--- config.mk ---
export PLATFORM = sky130hd
export DESIGN_NAME = rom_hdr_verifier
export DESIGN_NICKNAME = d
export VERILOG_FILES = /design/src/rtl/rom_chk_pkg.sv /design/src/rtl/rom_chk_dp.sv /design/src/rtl/rom_chk_ctrl.sv /design/src/rtl/rom_chk_pulse.sv /design/src/rtl/rom_hdr_verifier.sv
export SDC_FILE = /design/constraint.sdc
export NUM_CORES = 1
export LEC_CHECK = 0
export ABC_AREA = 0
export CORE_MARGIN = 3
export CORE_UTILIZATION = 50
export CTS_CLUSTER_DIAMETER = 150
export DETAILED_ROUTE_END_ITERATION = 7
export DONT_BUFFER_PORTS = 1
export GPL_TIMING_DRIVEN = 0
export PLACE_DENSITY_LB_ADDON = 0.2
export RECOVER_POWER = 50
export SLEW_MARGIN = 10
export SYNTH_ARGS = -nofsm -noshare
export SYNTH_HDL_FRONTEND = slang
export SYNTH_SLANG_ARGS = --single-unit
--- constraint.sdc ---
create_clock -name clk -period 5.4 [get_ports clk]
set_input_delay 1.08 -clock clk [delete_from_list [all_inputs] [get_ports clk]]
set_output_delay 1.08 -clock clk [all_outputs]
set_load 0.01 [all_outputs]
--- src/rtl/rom_chk_pkg.sv ---
package rom_chk_pkg;

  localparam int ACC_W = 16;

  // header byte positions; the datapath and control both rely on these
  localparam int HDR_SUM_HI = 0;
  localparam int HDR_SUM_LO = 1;
  localparam int SUM_FIRST  = 2;
  localparam int HDR_ID     = 3;
  localparam int HDR_SUF    = 4;
  localparam int HDR_CMP    = 5;

  typedef enum logic [1:0] {
    RES_GOOD      = 2'd0,
    RES_BAD       = 2'd1,
    RES_MISPLACED = 2'd2,
    RES_ABSENT    = 2'd3
  } resCode_t;

  typedef enum logic [2:0] {
    OP_SUF, OP_CMP, OP_ID, OP_CKH, OP_CKL, OP_SUM
  } readOp_t;

  typedef struct packed {
    logic capSuf;
    logic capCmp;
    logic capId;
    logic capHi;
    logic capLo;
    logic clrAcc;
    logic stepAcc;
    logic incEmpty;
  } dpStrobe_t;

endpackage

--- src/rtl/rom_chk_dp.sv ---
module rom_chk_dp
  import rom_chk_pkg::*;
#(
  parameter int SOCK_W = 5
) (
  input  logic              clk,
  input  logic              rstN,
  input  dpStrobe_t         strobe,
  input  logic [7:0]        rdData,
  input  logic [SOCK_W-1:0] sock,
  output logic              presentOk,
  output logic              idOk,
  output logic              sumOk,
  output logic [SOCK_W-1:0] emptyCnt
);

  logic [7:0]       sufReg, cmpReg, idReg, sumHi, sumLo;
  logic [ACC_W-1:0] acc;

  always_ff @(posedge clk or negedge rstN) begin
    if (!rstN) begin
      sufReg   <= '0;
      cmpReg   <= '0;
      idReg    <= '0;
      sumHi    <= '0;
      sumLo    <= '0;
      acc      <= '0;
      emptyCnt <= '0;
    end else begin
      if (strobe.capSuf) sufReg <= rdData;
      if (strobe.capCmp) cmpReg <= rdData;
      if (strobe.capId)  idReg  <= rdData;
      if (strobe.capHi)  sumHi  <= rdData;
      if (strobe.capLo)  sumLo  <= rdData;
      if (strobe.clrAcc)
        acc <= '0;
      else if (strobe.stepAcc)
        acc <= {acc[ACC_W-2:0], acc[ACC_W-1]} + {{(ACC_W-8){1'b0}}, rdData};
      if (strobe.incEmpty) emptyCnt <= emptyCnt + 1'b1;
    end
  end

  assign presentOk = ((sufReg ^ cmpReg) == 8'hFF);
  assign idOk      = (idReg == 8'(sock));
  assign sumOk     = (acc == {sumHi, sumLo});

endmodule

--- src/rtl/rom_chk_ctrl.sv ---
module rom_chk_ctrl
  import rom_chk_pkg::*;
#(
  parameter int NUM_ROMS = 18,
  parameter int IMG_LEN  = 64,
  parameter int SOCK_W   = 5,
  parameter int ADDR_W   = 6
) (
  input  logic              clk,
  input  logic              rstN,
  input  logic              start,
  input  logic              presentOk,
  input  logic              idOk,
  input  logic              sumOk,
  output dpStrobe_t         strobe,
  output logic [SOCK_W-1:0] sock,
  output logic [ADDR_W-1:0] addr,
  output logic              resValid,
  output logic [1:0]        resCode,
  output logic              done,
  output logic              failed
);

  localparam logic [ADDR_W-1:0] LAST_ADDR = ADDR_W'(IMG_LEN - 1);
  localparam logic [SOCK_W-1:0] LAST_SOCK = SOCK_W'(NUM_ROMS - 1);

  typedef enum logic [2:0] {
    S_IDLE, S_WAIT, S_TAKE, S_EVAL, S_FAIL, S_PASS
  } state_t;

  state_t            state, nextState;
  readOp_t           op, nextOp;
  logic [SOCK_W-1:0] nextSock;
  logic [ADDR_W-1:0] nextAddr;
  resCode_t          code;

  always_ff @(posedge clk or negedge rstN) begin
    if (!rstN) begin
      state <= S_IDLE;
      op    <= OP_SUF;
      sock  <= '0;
      addr  <= '0;
    end else begin
      state <= nextState;
      op    <= nextOp;
      sock  <= nextSock;
      addr  <= nextAddr;
    end
  end

  always_comb begin
    nextState = state;
    nextOp    = op;
    nextSock  = sock;
    nextAddr  = addr;
    strobe    = '0;
    resValid  = 1'b0;
    code      = RES_GOOD;
    case (state)
      S_IDLE: begin
        if (start) begin
          nextState = S_WAIT;
          nextSock  = '0;
          nextAddr  = ADDR_W'(HDR_SUF);
          nextOp    = OP_SUF;
        end
      end
      S_WAIT: nextState = S_TAKE;
      S_TAKE: begin
        case (op)
          OP_SUF: begin
            strobe.capSuf = 1'b1;
            nextAddr  = ADDR_W'(HDR_CMP);
            nextOp    = OP_CMP;
            nextState = S_WAIT;
          end
          OP_CMP: begin
            strobe.capCmp = 1'b1;
            nextState = S_EVAL;
          end
          OP_ID: begin
            strobe.capId = 1'b1;
            nextState = S_EVAL;
          end
          OP_CKH: begin
            strobe.capHi = 1'b1;
            nextAddr  = ADDR_W'(HDR_SUM_LO);
            nextOp    = OP_CKL;
            nextState = S_WAIT;
          end
          OP_CKL: begin
            strobe.capLo  = 1'b1;
            strobe.clrAcc = 1'b1;
            nextAddr  = ADDR_W'(SUM_FIRST);
            nextOp    = OP_SUM;
            nextState = S_WAIT;
          end
          default: begin
            strobe.stepAcc = 1'b1;
            if (addr == LAST_ADDR) begin
              nextState = S_EVAL;
            end else begin
              nextAddr  = addr + 1'b1;
              nextState = S_WAIT;
            end
          end
        endcase
      end
      S_EVAL: begin
        // advancing to the next socket is shared by absent and good outcomes
        if ((op == OP_CMP && !presentOk) || (op == OP_SUM && sumOk)) begin
          resValid = 1'b1;
          code     = (op == OP_CMP) ? RES_ABSENT : RES_GOOD;
          strobe.incEmpty = (op == OP_CMP);
          if (sock == LAST_SOCK) begin
            nextState = S_PASS;
          end else begin
            nextSock  = sock + 1'b1;
            nextAddr  = ADDR_W'(HDR_SUF);
            nextOp    = OP_SUF;
            nextState = S_WAIT;
          end
        end else if (op == OP_CMP) begin
          nextAddr  = ADDR_W'(HDR_ID);
          nextOp    = OP_ID;
          nextState = S_WAIT;
        end else if (op == OP_ID && idOk) begin
          nextAddr  = ADDR_W'(HDR_SUM_HI);
          nextOp    = OP_CKH;
          nextState = S_WAIT;
        end else begin
          resValid  = 1'b1;
          code      = (op == OP_ID) ? RES_MISPLACED : RES_BAD;
          nextState = S_FAIL;
        end
      end
      S_FAIL:  nextState = S_FAIL;
      S_PASS:  nextState = S_PASS;
      default: nextState = S_IDLE;
    endcase
  end

  assign resCode = code;
  assign done    = (state == S_FAIL) || (state == S_PASS);
  assign failed  = (state == S_FAIL);

endmodule

--- src/rtl/rom_chk_pulse.sv ---
module rom_chk_pulse #(
  parameter int CNT_W     = 5,
  parameter int PULSE_LEN = 1000,
  parameter int GAP_LEN   = 4000
) (
  input  logic             clk,
  input  logic             rstN,
  input  logic             enable,
  input  logic             steady,
  input  logic [CNT_W-1:0] count,
  output logic             led
);

  localparam int MAX_LEN = (PULSE_LEN > GAP_LEN) ? PULSE_LEN : GAP_LEN;
  localparam int TIM_W   = $clog2(MAX_LEN + 1);
  localparam logic [TIM_W-1:0] P_LOAD = TIM_W'(PULSE_LEN - 1);
  localparam logic [TIM_W-1:0] G_LOAD = TIM_W'(GAP_LEN - 1);

  typedef enum logic [1:0] {PH_OFF, PH_HIGH, PH_LOW, PH_GAP} phase_t;

  phase_t           phase;
  logic [TIM_W-1:0] timer;
  logic [CNT_W-1:0] left;

  always_ff @(posedge clk or negedge rstN) begin
    if (!rstN) begin
      phase <= PH_OFF;
      timer <= '0;
      left  <= '0;
    end else if (!enable) begin
      phase <= PH_OFF;
      timer <= '0;
      left  <= '0;
    end else begin
      case (phase)
        PH_OFF: begin
          if (!steady && count != '0) begin
            phase <= PH_HIGH;
            timer <= P_LOAD;
            left  <= count;
          end
        end
        PH_HIGH: begin
          if (timer == '0) begin
            phase <= PH_LOW;
            timer <= P_LOAD;
          end else begin
            timer <= timer - 1'b1;
          end
        end
        PH_LOW: begin
          if (timer != '0) begin
            timer <= timer - 1'b1;
          end else if (left == CNT_W'(1)) begin
            phase <= PH_GAP;
            timer <= G_LOAD;
          end else begin
            phase <= PH_HIGH;
            timer <= P_LOAD;
            left  <= left - 1'b1;
          end
        end
        default: begin
          if (timer == '0) begin
            phase <= PH_HIGH;
            timer <= P_LOAD;
            left  <= count;
          end else begin
            timer <= timer - 1'b1;
          end
        end
      endcase
    end
  end

  assign led = enable && (steady || phase == PH_HIGH);

endmodule

--- src/rtl/rom_hdr_verifier.sv ---
module rom_hdr_verifier
  import rom_chk_pkg::*;
#(
  parameter int NUM_ROMS  = 18,
  parameter int IMG_LEN   = 64,
  parameter int PULSE_LEN = 1000,
  parameter int GAP_LEN   = 4000,
  localparam int SOCK_W   = $clog2(NUM_ROMS + 1),
  localparam int ADDR_W   = $clog2(IMG_LEN)
) (
  input  logic              clk,
  input  logic              rstN,
  input  logic              start,
  output logic [SOCK_W-1:0] rdSock,
  output logic [ADDR_W-1:0] rdAddr,
  input  logic [7:0]        rdData,
  output logic              resValid,
  output logic [SOCK_W-1:0] resSock,
  output logic [1:0]        resCode,
  output logic [SOCK_W-1:0] emptyCnt,
  output logic              done,
  output logic              failed,
  output logic              errLed,
  output logic              passLed
);

  dpStrobe_t         strobe;
  logic              presentOk, idOk, sumOk;
  logic [SOCK_W-1:0] sock;
  logic [SOCK_W-1:0] errCount;

  rom_chk_ctrl #(
    .NUM_ROMS(NUM_ROMS), .IMG_LEN(IMG_LEN), .SOCK_W(SOCK_W), .ADDR_W(ADDR_W)
  ) u_ctrl (
    .clk(clk), .rstN(rstN), .start(start),
    .presentOk(presentOk), .idOk(idOk), .sumOk(sumOk),
    .strobe(strobe), .sock(sock), .addr(rdAddr),
    .resValid(resValid), .resCode(resCode), .done(done), .failed(failed)
  );

  rom_chk_dp #(.SOCK_W(SOCK_W)) u_dp (
    .clk(clk), .rstN(rstN), .strobe(strobe), .rdData(rdData), .sock(sock),
    .presentOk(presentOk), .idOk(idOk), .sumOk(sumOk), .emptyCnt(emptyCnt)
  );

  assign errCount = SOCK_W'(sock + 1'b1);

  rom_chk_pulse #(.CNT_W(SOCK_W), .PULSE_LEN(PULSE_LEN), .GAP_LEN(GAP_LEN)) u_errPulse (
    .clk(clk), .rstN(rstN), .enable(failed), .steady(1'b0),
    .count(errCount), .led(errLed)
  );

  rom_chk_pulse #(.CNT_W(SOCK_W), .PULSE_LEN(PULSE_LEN), .GAP_LEN(GAP_LEN)) u_passPulse (
    .clk(clk), .rstN(rstN), .enable(done && !failed), .steady(emptyCnt == '0),
    .count(emptyCnt), .led(passLed)
  );

  assign rdSock  = sock;
  assign resSock = sock;

endmodule

==> impl_results.md, run 1 <==
- Setup CP Type: reg2out
- PwrDens: 520.5 nW/um2
- Crit Reg-Reg Startpoint: u_ctrl.state[2]
- Peak supply drop: 0.3391 mV
- Met1 Use GR: 27.83%
- Global routing's busiest layer: met2
- I/O Buffers: 0
- Power share of the sequential group: 34.0%
- Largest net degree at the start of global routing: 117
- Synth cell types: 65
- Reg-to-Reg End: u_ctrl.addr[1]
- Synthesized net count: 752
- Period minus WS final: 3.789 ns
- # rows: 42
- Crit path arrival time: 2.71 ns
- DR vias/cell: 5.944
- Final setup viols: 0
- Switching Share: 37.70%
- Clock Latency Late Sink: 0.42 ns
- Initial Util: 51.30%
- Unrepaired setup endpoints after global routing: no
- Pins Over Slew Limit: 0
- Detailed-route via count: 5457
- Root Driver: clkbuf_16
- Num CTS Buffers: 17
- Share of cells above drive strength 1: 12.94%
- Initial antenna violation count: 0
- Comb power frac: 36.4%
- Post-synth EDFFs: 0
- H-tree depth: 4
- Post-synth top area share: 42.56%
- Seq cells post-synth: 116
- CP Launch Type: flop
- Fraction of registers with async set/reset: 100.0%
- Chip width: 122.8 um
- CP endpoint kind: output port
- Setup repair bufs after CTS: 0
- Die Ht: 122.8 um
- Placed instance area: 7041 um2
- Worst-margin pin slew: 1.017 ns
- Largest cells by area after synthesis: dfrtp_1 43%, mux2_2 6.4%, ha_1 5.5%
- R2R Setup Slk: 2.53 ns
- YS warnings: 0
- Net Switching: 0.001501 W
- DP Wirelength: 10930 um
- Total internal power: 0.002481 W
- Reg clk slew, reported paths: 0.06 ns
- Largest area contributor in the netlist: dfrtp_1
- Die area: 15080 um2
- Grt met3 use: 6.175%
- Net count of the finished layout: 771
- CP required: 4.32 ns
- Fmax: 0.2639 GHz
- Slew headroom: 32.02%
- Cell area after synthesis: 6820 um2
- Pleak: 3.473 nW
- Syn Inst Count: 710
- Placer Congestion: 0.8519
- ANT nets after route: 0
- Mean Syn Cell Area: 9.606 um2
- Max_cap viols: 0
- Grt total ovfl: 0
- # diodes: 0
- Status: complete, no violations
- Drt drc: 0
- Final Cycle Share: 70.17%
- Post-cts sizing count: 0
- Max clock buf depth: 2
- Sink Count: 116
- Final hold violation count: 0
- CTS Hold Bufs: 0
- First-pass GRT wire length: 25680 um
- Clk pwr share: 29.6%
- Sequential element share of the synthesized area: 42.56%
- Core Region: 13300 um2
- DR pass1 iterations: 5
- CTS tree: built
- Final Cell Area: 7651 um2
- All-Layer GR Usage: 21.65%
- Setup tns final: 0 ns
- R2r worst-path depth: 7
- Clk_skew: 0.009753 ns
- Top_reg_cell synth: dfrtp_1
- DRT iter0 DRCs: 446
- WL final: 15470 um
- Met2 Use GR: 34.81%
- Number of global-route vias before repair: 5264
- Area grow syn2layout: 12.18%
- Avg WL per Cell: 16.85 um
- Hold Crit Class: in2async
- Worst-path maximum fanout: 10
- IO Pins: 39
[kinds of logic (layout without fill, tap and decap cells)]
group           count (synthesis)  count (layout)  share of synthesized area (%)
simple gates                  226             226                          16.79
compound gates                178             178                          17.12
flops                         116             116                          42.56
buf+inv                        65              97                          3.926
xor+xnor                       50              50                          6.421
mux                            44              44                          7.393
fa+ha+maj                      31              31                          5.797
[power groups by stage]
stage / registers [W] / logic [W] / clock network [W]
after floorplan: 0.00130 / 0.00117 / 0
after global placement: 0.00135 / 0.00139 / 0
after detailed placement: 0.00137 / 0.00144 / 0
after CTS: 0.00135 / 0.00145 / 0.00120
after global routing: 0.00138 / 0.00164 / 0.00124
final: 0.00135 / 0.00145 / 0.00118
[flip-flops by register name (all words and copies together) (netlist names), 6 cells and up]
register,flops
u_dp.sufReg,8
u_ctrl.addr,6
u_dp.sumLo,8
u_dp.idReg,8
u_dp.acc,16
u_passPulse.timer,12
u_dp.cmpReg,8
u_errPulse.timer,12
u_dp.sumHi,8
[worst max path at each step]
stage	from	endpoint	slack, ns	cells after the start
floorplan	rdData[1]	u_dp.acc[15]	2.43	8
CTS	u_ctrl.state[0]	errLed	1.56	6
global route	u_ctrl.state[0]	errLed	1.40	6
global placement	u_ctrl.state[0]	errLed	2.04	6
detailed placement	u_ctrl.state[0]	errLed	2.02	6
finish	u_ctrl.state[2]	errLed	1.61	6
[cell type report]
| type | count | area (um2) |
|---|---|---|
| Inverter | 34 | 127.6 |
| Sequential cell | 116 | 2903 |
| Clock buffer | 17 | 425.4 |
| Multi-Input combinational cell | 529 | 3645 |
| Fill cell | 1135 | 5644 |
| Tap cell | 176 | 220.2 |
| Clock inverter | 15 | 191.4 |
| Buffer | 31 | 138.9 |
[worst max-delay path: stages (launching register included)]
cell	delay (ns)
dfrtp_1	0.32
clkbuf_1	0.31
or3b_2	0.50
clkbuf_1	0.26
inv_1	0.18
clkbuf_1	0.46
and2_1	0.26
[cell usage after synthesis (3+ instances only)]
cell / n
a32o_1: 4
nor3_1: 21
xnor2_1: 11
a21oi_1: 35
o211ai_1: 4
nor4_1: 6
mux2_2: 39
nor2b_1: 7
a22oi_1: 4
nand2_1: 61
o41ai_1: 4
nand2b_1: 10
buf_4: 5
a211oi_1: 4
and2_1: 5
nor4b_1: 5
a31oi_1: 13
inv_1: 34
a211o_1: 3
o21ai_0: 57
and3_1: 5
nor2_1: 50
or2_2: 4
a21boi_0: 4
o31ai_1: 7
clkbuf_1: 21
buf_2: 4
or3_1: 8
a22o_1: 13
mux2_4: 3
a21o_1: 4
nand4_1: 8
nand3_1: 23
ha_1: 30
xor2_1: 39
dfrtp_1: 116
[per-layer routing]
| metal | wire, um | vias up |
|---|---|---|
| met5 | 0 | - |
| met1 | 6858 | 2689 |
| met2 | 7582 | 131 |
| met4 | 346 | 0 |
| met3 | 684 | 33 |
| li1 | - | 2604 |
[stage by stage]
| step | worst slack, ns | cells | total power [W] | util, % | hold WS [ns] |
|---|---|---|---|---|---|
| finish | 1.611 | 918 | 0.003983 | 57.55 | 0.3525 |
| global route | 1.400 | 918 | 0.004260 | 57.55 | 0.3340 |
| CTS | 1.561 | 918 | 0.003999 | 57.59 | 0.3315 |
| detailed placement | 2.017 | 886 | 0.002802 | 52.96 | 0.4889 |
| global placement | 2.036 | 886 | 0.002736 | 52.96 | 0.4796 |
| floorplan | 2.429 | 710 | 0.002467 | - | 0.4559 |
[cell usage in the layout, fill, tap and decap left out, types with 21 or more instances in the layout]
cell,count
nand2_1,61
nand3_1,23
dfrtp_1,116
nor3_1,21
inv_1,34
ha_1,30
xor2_1,39
o21ai_0,57
mux2_2,39
nor2_1,50
clkbuf_1,22
a21oi_1,35
(Power assumes the default switching activity.)
==> run 2, diff against run 1 <==
==> constraint.sdc (replaced) <==
create_clock -name clk -period 3.1 [get_ports clk]
set_input_delay 0.62 -clock clk [delete_from_list [all_inputs] [get_ports clk]]
set_output_delay 0.62 -clock clk [all_outputs]
set_load 0.01 [all_outputs]
==> run 2 against run 1 <==
Against the previous run: the run now ends with negative hold slack left; sequential share of layout area fell by 0.080 points; setup slack lost 1.5 ns; sequential cell count is the same; cell area is 0.21% higher; clock-buffer cell count unchanged; critical path type unchanged; highest routed layer unchanged.
==> impl_results.md, run 2 (synthesis gave the netlist of run 1 again) <==
- Non-Filler Instances: 917 (-0.11%)
- Final hold violation count: 116 (+116)
- Placer Congestion: 0.8519 (unchanged)
- I/O Buffers: 0 (unchanged)
- Commonest non-fill, non-tap cell in the layout: dfrtp_1
- Initial antenna violation count: 0 (unchanged)
- Chip width: 122.8 um (unchanged)
- DR vias/cell: 5.932 (-0.20%)
- Met1 wire length: 6770 um (-1.3%)
- Root Driver: clkbuf_16
- Largest net degree at the start of global routing: 117 (unchanged)
- Power share of the sequential group: 33.9% (about the same)
- PwrDens: 907.1 nW/um2 (+74%)
- Hold Crit Class: in2async
- CP Launch Type: flop
- Area grow syn2layout: 12.42%
- Placed cell count: 886 (unchanged)
- R2r worst-path depth: 8 (+1)
- Failing checks: negative hold slack
- DR pass1 iterations: 6 (+1)
- Crit path arrival time: 2.33 ns (-0.38 ns)
- Total power: 0.006955 W (+75%)
- Largest registers: u_dp.acc (16), u_errPulse.timer (12), u_passPulse.timer (12)
- WL met3: 702 um (+2.6%)
- Max clock buf depth: 2 (unchanged)
- Clock Latency Late Sink: 0.42 ns (about the same)
- Die area: 15080 um2 (unchanged)
- # diodes: 0 (unchanged)
- Status: complete, but fails checks
- Detailed-route via count: 5440 (-0.31%)
- WL final: 15420 um (-0.35%)
- Max_cap viols: 0 (unchanged)
- Max reg flops: 16 (unchanged)
- Crit Reg-Reg Startpoint: u_dp.acc[10]
- Pleak: 3.485 nW (+0.32%)
- Reg clk slew, reported paths: 0.06 ns (about the same)
- Core Region: 13300 um2 (unchanged)
- Die Ht: 122.8 um (unchanged)
- Net count of the finished layout: 770 (-0.13%)
- Setup CP Type: reg2out
- Net Switching: 0.002622 W (+75%)
- Slew headroom: 49.47% (+17 points)
- CP required: 2.48 ns (-1.84 ns)
- Final Cycle Share: 95.04%
- Comb power frac: 36.6% (+0.2 points)
- Clk pwr share: 29.5% (about the same)
- Setup tns final: 0 ns (unchanged)
- ANT nets after route: 0 (unchanged)
- Top Layer Used: met4
- Worst hold slack: -0.1092 ns (-0.4617 ns)
- Most flop-heavy register: u_dp.acc
- Drt drc: 0 (unchanged)
- Peak supply drop: 0.5929 mV (+75%)
- Final setup viols: 0 (unchanged)
- Routed length on met2: 7638 um (+0.74%)
- Num CTS Buffers: 17 (unchanged)
- Number of global-route vias before repair: 5280 (+0.30%)
- Switching Share: 37.70% (about the same)
- First-pass GRT wire length: 25740 um (+0.22%)
- CP endpoint kind: output port
- Pins Over Slew Limit: 0 (unchanged)
- R2R Setup Slk: 0.43 ns (-2.10 ns)
- # rows: 42 (unchanged)
- Commonest non-fill, non-tap cells in the layout: 116 x dfrtp_1, 61 x nand2_1, 54 x o21ai_0, 50 x nor2_1
- Worst-margin pin slew: 0.7552 ns (-0.2623 ns)
- Final Cell Area: 7667 um2 (+0.21%)
- CTS tree: built
- Clk_skew: 0.01032 ns (+0.0005664 ns)
- Share of cells above drive strength 1: 13.63% (+0.69 points)
- Sink Count: 116 (unchanged)
- All-Layer GR Usage: 21.69% (+0.039 points)
- Period minus WS final: 2.946 ns
- Grt total ovfl: 0 (unchanged)
- Worst-path maximum fanout: 6 (-4)
- H-tree depth: 4 (unchanged)
- Unrepaired setup endpoints after global routing: no
- Reg-to-Reg End: u_ctrl.addr[1]
- DP Wirelength: 10930 um (unchanged)
- Fmax: 0.3394 GHz
- Initial Util: 51.30% (unchanged)
- IO Pins: 39 (unchanged)
- Placed instance area: 7041 um2 (unchanged)
- Total internal power: 0.004333 W (+75%)
- DRT iter0 DRCs: 395 (-11%)
- Avg WL per Cell: 16.81 um (-0.24%)
[run 2: cell types whose count changed in the layout (fill, tap and decap cells not counted), sizes merged]
| cell | previous run | this run |
|---|---|---|
| buf | 9 | 10 |
| clkbuf | 39 | 37 |
[run 2: routing by layer]
| layer | vias up | track usage (%) |
|---|---|---|
| met5 | - | 0 |
| met4 | 0 | 7.978 |
| met3 | 25 | 6.359 |
| met2 | 120 | 34.92 |
| met1 | 2697 | 27.74 |
| li1 | 2598 | - |
[run 2: worst max path at each step]
stage	end	startpoint	depth (start not counted)	slack [ns]
after floorplan	u_dp.acc[15]	rdData[1]	8	0.59
after global placement	errLed	u_ctrl.state[0]	6	0.20
after detailed placement	errLed	u_ctrl.state[0]	6	0.18
after CTS	resValid	u_ctrl.op[1]	7	0.009
after global routing	passLed	u_ctrl.state[2]	7	0.004
final	resValid	u_dp.acc[10]	7	0.15
[run 2: repair_timing]
action                                  in CTS  in global routing
endpoints found under the setup margin       4                  4
setup buffers                                0                  0
pin swaps                                    0                  0
hold endpoints to repair                   116                116
gates resized for setup                      5                  3
[run 2: power by group through the flow]
stage,registers [W],logic (W),clock network (W)
finish,0.00236,0.00255,0.00205
global route,0.00241,0.00288,0.00215
CTS,0.00236,0.00254,0.00208
detailed placement,0.00238,0.00250,0
global placement,0.00235,0.00242,0
floorplan,0.00227,0.00203,0
[run 2: metrics by stage]
step                      utilization [%]  setup WS (ns)
final                               57.67         0.1536
after global routing                57.67       0.004120
after CTS                           57.67       0.009053
after detailed placement            52.96         0.1769
after global placement              52.96         0.1957
after floorplan                         -         0.5886
[run 2: layout make-up]
type                       count  area [um2]
inverter                      34       127.6
fill                        1133        5628
sequential                   116        2903
clock inverter                15       191.4
clock buffer                  17       425.4
buffer                        30       140.1
tap                          176       220.2
multi-input combinational    529        3660
[run 2: worst max-delay path, cell delays in order (launching register included)]
cell	delay, ns
dfrtp_1	0.35
clkbuf_1	0.19
xor2_1	0.18
nor4_1	0.29
nand3_1	0.27
o21ai_2	0.26
inv_1	0.07
a21boi_1	0.30
==> run 3, diff against run 2 <==
--- a/config.mk
+++ b/config.mk
@@ -17,4 +17,5 @@
 export SLEW_MARGIN = 10
 export SYNTH_ARGS = -nofsm -noshare
 export SYNTH_HDL_FRONTEND = slang
+export SYNTH_HIERARCHICAL = 1
 export SYNTH_SLANG_ARGS = --single-unit
==> run 3 against run 2 <==
Against the previous run: the run still ends with negative hold slack left; first-iteration DRC count rose by 6.8%; cell count rose by 7.6%; clock skew fell by 0.0032 ns; critical path type unchanged; via count rose by 10%; global-route usage rose by 0.18 points; total power rose by 8.2%.
==> impl_results.md, run 3 <==
- PwrDens: 890.8 nW/um2 (-1.8%)
- Fmax: 0.3425 GHz (+0.91%)
- First-pass GRT wire length: 29320 um (+14%)
- CP top delay family: simple AND/OR/NAND/NOR gates
- Commonest non-fill, non-tap cell in the layout: dfrtp_1
- Commonest non-fill, non-tap cells in the layout: 115 x dfrtp_1, 46 x nand2_1, 45 x nor2_1, 45 x mux2_2, 40 x a21oi_1
- CTS tree: built
- Max_cap viols: 0 (unchanged)
- Final Cycle Share: 94.19% (-0.86 points)
- R2R Setup Slk: 0.25 ns (-0.18 ns)
- Largest registers: u_dp/acc (16), u_errPulse/timer (12), u_passPulse/timer (12)
- # fillers: 1234 (+8.9%)
- Comb power frac: 42.8% (+6.2 points)
- IO Pins: 39 (unchanged)
- Largest net degree at the start of global routing: 117 (unchanged)
- FF+latch area: 2904 um2 (about the same)
- Mean Syn Cell Area: 9.857 um2 (+2.6%)
- YS warnings: 6 (+6)
- Placer Congestion: 0.8700 (+2.1%)
- DR pass1 iterations: 5 (-1)
- Placed cell count: 957 (+8.0%)
- Setup CP Type: reg2out
- Max incr delay on CP: 0.46 ns (+0.11 ns)
- H-tree depth: 4 (unchanged)
- Placed instance area: 7838 um2 (+11%)
- Drt drc: 0 (unchanged)
- Non-Filler Instances: 987 (+7.6%)
- Worst-margin pin slew: 0.9934 ns (+0.2382 ns)
- Sequential element share of the synthesized area: 38.20% (-4.4 points)
- Final Cell Area: 8444 um2 (+10%)
- Post-synth top area share: 38.20% (-4.4 points)
- Worst-path maximum fanout: 6 (unchanged)
- Cell area after synthesis: 7600 um2 (+11%)
- CP required: 2.48 ns (about the same)
- Pins Over Slew Limit: 0 (unchanged)
- Hold Crit Class: in2async
- Initial Util: 51.70% (+0.40 points)
- Clock Latency Late Sink: 0.41 ns (about the same)
- Total internal power: 0.004571 W (+5.5%)
- Max reg flops: 16 (unchanged)
- Dpl ws: 0.07383 ns (-0.1031 ns)
- Top_reg_cell synth: dfrtp_1
- Sink Count: 116 (unchanged)
- Largest cells by area after synthesis: dfrtp_1 38%, mux2_2 6.7%, ha_1 4.4%
- Post-synth top cells: 116 x dfrtp_1, 46 x nand2_1, 46 x nor2_1, 45 x mux2_2, 40 x a21oi_1
- Clk_skew: 0.007161 ns (-0.003158 ns)
- Net count of the finished layout: 830 (+7.8%)
- Failing checks: negative hold slack
- Area of the multi-input gates: 4329 um2 (+18%)
- Period minus WS final: 2.920 ns (-0.02654 ns)
- # rows: 44 (+4.8%)
- Setup repair bufs after CTS: 0 (unchanged)
- CP endpoint kind: output port
- Slew headroom: 33.16% (-16 points)
- Chip width: 129.3 um (+5.3%)
- Post-synth EDFFs: 0 (unchanged)
- Share of cells above drive strength 1: 17.31% (+3.7 points)
- Reg clk slew, reported paths: 0.06 ns (about the same)
- Status: complete, but fails checks
- Number of global-route vias before repair: 5899 (+12%)
- CP Buf/Inv Count: 0 (-2)
- Critical-path top delay cell: dfrtp_1
- Setup WS post-layout: 0.1802 ns (+0.02654 ns)
- Die Ht: 129.3 um (+5.3%)
- Peak supply drop: 0.5717 mV (-3.6%)
- Power share of the sequential group: 31.8% (-2.1 points)
- DRT iter0 DRCs: 422 (+6.8%)
- Synth cell types: 92 (+42%)
- DR vias/cell: 6.073 (+2.4%)
- Initial antenna violation count: 0 (unchanged)
- Unrepaired setup endpoints after global routing: no
- All-Layer GR Usage: 21.87% (+0.18 points)
- Pleak: 3.680 nW (+5.6%)
- Final hold violation count: 116 (unchanged)
- Net Switching: 0.002951 W (+13%)
- I/O Buffers: 0 (unchanged)
- Grt total ovfl: 0 (unchanged)
- Syn Inst Count: 771 (+8.6%)
- Core Region: 14700 um2 (+11%)
- Count leader, synth: dfrtp_1
- Worst hold slack: -0.09059 ns (+0.01865 ns)
- Largest area contributor in the netlist: dfrtp_1
- DP Wirelength: 12380 um (+13%)
- Most flop-heavy register: u_dp/acc
- CP Launch Point: u_dp/acc[12]
- Crit path arrival time: 2.30 ns (-0.03 ns)
- Max clock buf depth: 2 (unchanged)
- Seq cells post-synth: 116 (unchanged)
- Detailed-route via count: 5994 (+10%)
- Fraction of registers with async set/reset: 100.0% (unchanged)
- Final setup viols: 0 (unchanged)
- CP Launch Type: flop
- Num CTS Buffers: 17 (unchanged)
- WL final: 17550 um (+14%)
- Setup tns final: 0 ns (unchanged)
- Avg WL per Cell: 17.78 um (+5.8%)
- Crit-path cells: xnor2_1 -> nand4_1 -> nor4_2 -> and2_1 -> o21a_1 -> a211oi_1 -> nor2_1
- Root Driver: clkbuf_16
- Area grow syn2layout: 11.11%
- Die area: 16710 um2 (+11%)
- Crit Reg-Reg Startpoint: u_ctrl/sock[2]
- ANT nets after route: 0 (unchanged)
- Switching Share: 39.24% (+1.5 points)
- # diodes: 0 (unchanged)
- Clk pwr share: 25.4% (-4.1 points)
-- run 3: cell count changes after synthesis, sizes merged, moves of 8 or more --
cell   delta
o21ai    -28
nand2    -15
a22o     -11
mux2i    +16
o22ai     +8
buf      +13
a21oi     +8
xnor2    +25
o211a     +8
xor2     -28
a21o      +9
-- run 3: routing by layer --
layer / up-vias / part of all wire (%) / global-route usage [%] / routed length [um]
met1: 2965 / 44 / 28.09 / 7800
met2: 135 / 51 / 37.04 / 8886
met5: - / 0 / 0 / 0
met4: 0 / 0.85 / 6.362 / 150
li1: 2875 / - / - / -
met3: 19 / 4.1 / 5.029 / 714
-- run 3: power groups by stage --
| stage | clock (W) | sequential, W | combinational, W |
|---|---|---|---|
| 4_1_cts | 0.00196 | 0.00239 | 0.00319 |
| 3_5_place_dp | 0 | 0.00241 | 0.00316 |
| 3_3_place_gp | 0 | 0.00239 | 0.00308 |
| 2_1_floorplan | 0 | 0.00229 | 0.00260 |
| 5_1_grt | 0.00202 | 0.00246 | 0.00359 |
| 6_report | 0.00191 | 0.00239 | 0.00322 |
-- run 3: cell families after synthesis --
family / Yosys count / synth area share, %
AO/OA/AOI/OAI: 187 / 18.00
XOR/XNOR: 47 / 5.416
adder cells (fa/ha/maj): 28 / 4.709
buffers and inverters: 81 / 5.334
flip-flops: 116 / 38.20
multiplexers: 65 / 9.335
other: 1 / 0.04934
AND/OR/NAND/NOR: 246 / 18.97
-- run 3: area by class of cell --
class	instances	share of cell area, %
clock buffers	17	5.038
plain buffers	43	3.112
clock inverters	14	1.822
flip-flops and latches	116	34.39
multi-input cells	576	51.27
well taps	184	2.726
inverters	37	1.645
-- run 3: timing repair --
item | in CTS | in global routing
endpoints found under the hold margin | 116 | 116
gates resized for setup | 2 | 4
setup endpoints to repair | 2 | 8
-- run 3: worst reg2reg max path, delay by kind of cell (launching register included) --
family | cells | cell delay (ns)
AO/OA/AOI/OAI | 2 | 0.54
XOR/XNOR | 1 | 0.20
multiplexers | 1 | 0.31
flip-flops | 1 | 0.51
AND/OR/NAND/NOR | 4 | 1.01
buffers and inverters | 1 | 0.16
-- run 3: worst paths after layout --
| kind | end | depth (start not counted) |
|---|---|---|
| min | u_errPulse/phase[0] | 0 |
| max in group asynchronous | u_dp/acc[2] | 0 |
| max | resValid | 7 |
| min reg2reg | u_dp/idReg[5] | 1 |
| max reg2reg | u_ctrl/addr[1] | 9 |
| min in group clk | u_dp/sumLo[1] | 1 |
-- run 3: stage by stage --
step | util [%] | hold slack [ns] | total power (W)
2_1_floorplan | - | 0.3244 | 0.004898
3_3_place_gp | 53.32 | 0.3320 | 0.005464
3_5_place_dp | 53.32 | 0.3310 | 0.005578
4_1_cts | 57.27 | -0.1165 | 0.007547
5_1_grt | 57.45 | -0.1164 | 0.008066
6_report | 57.45 | -0.09059 | 0.007522
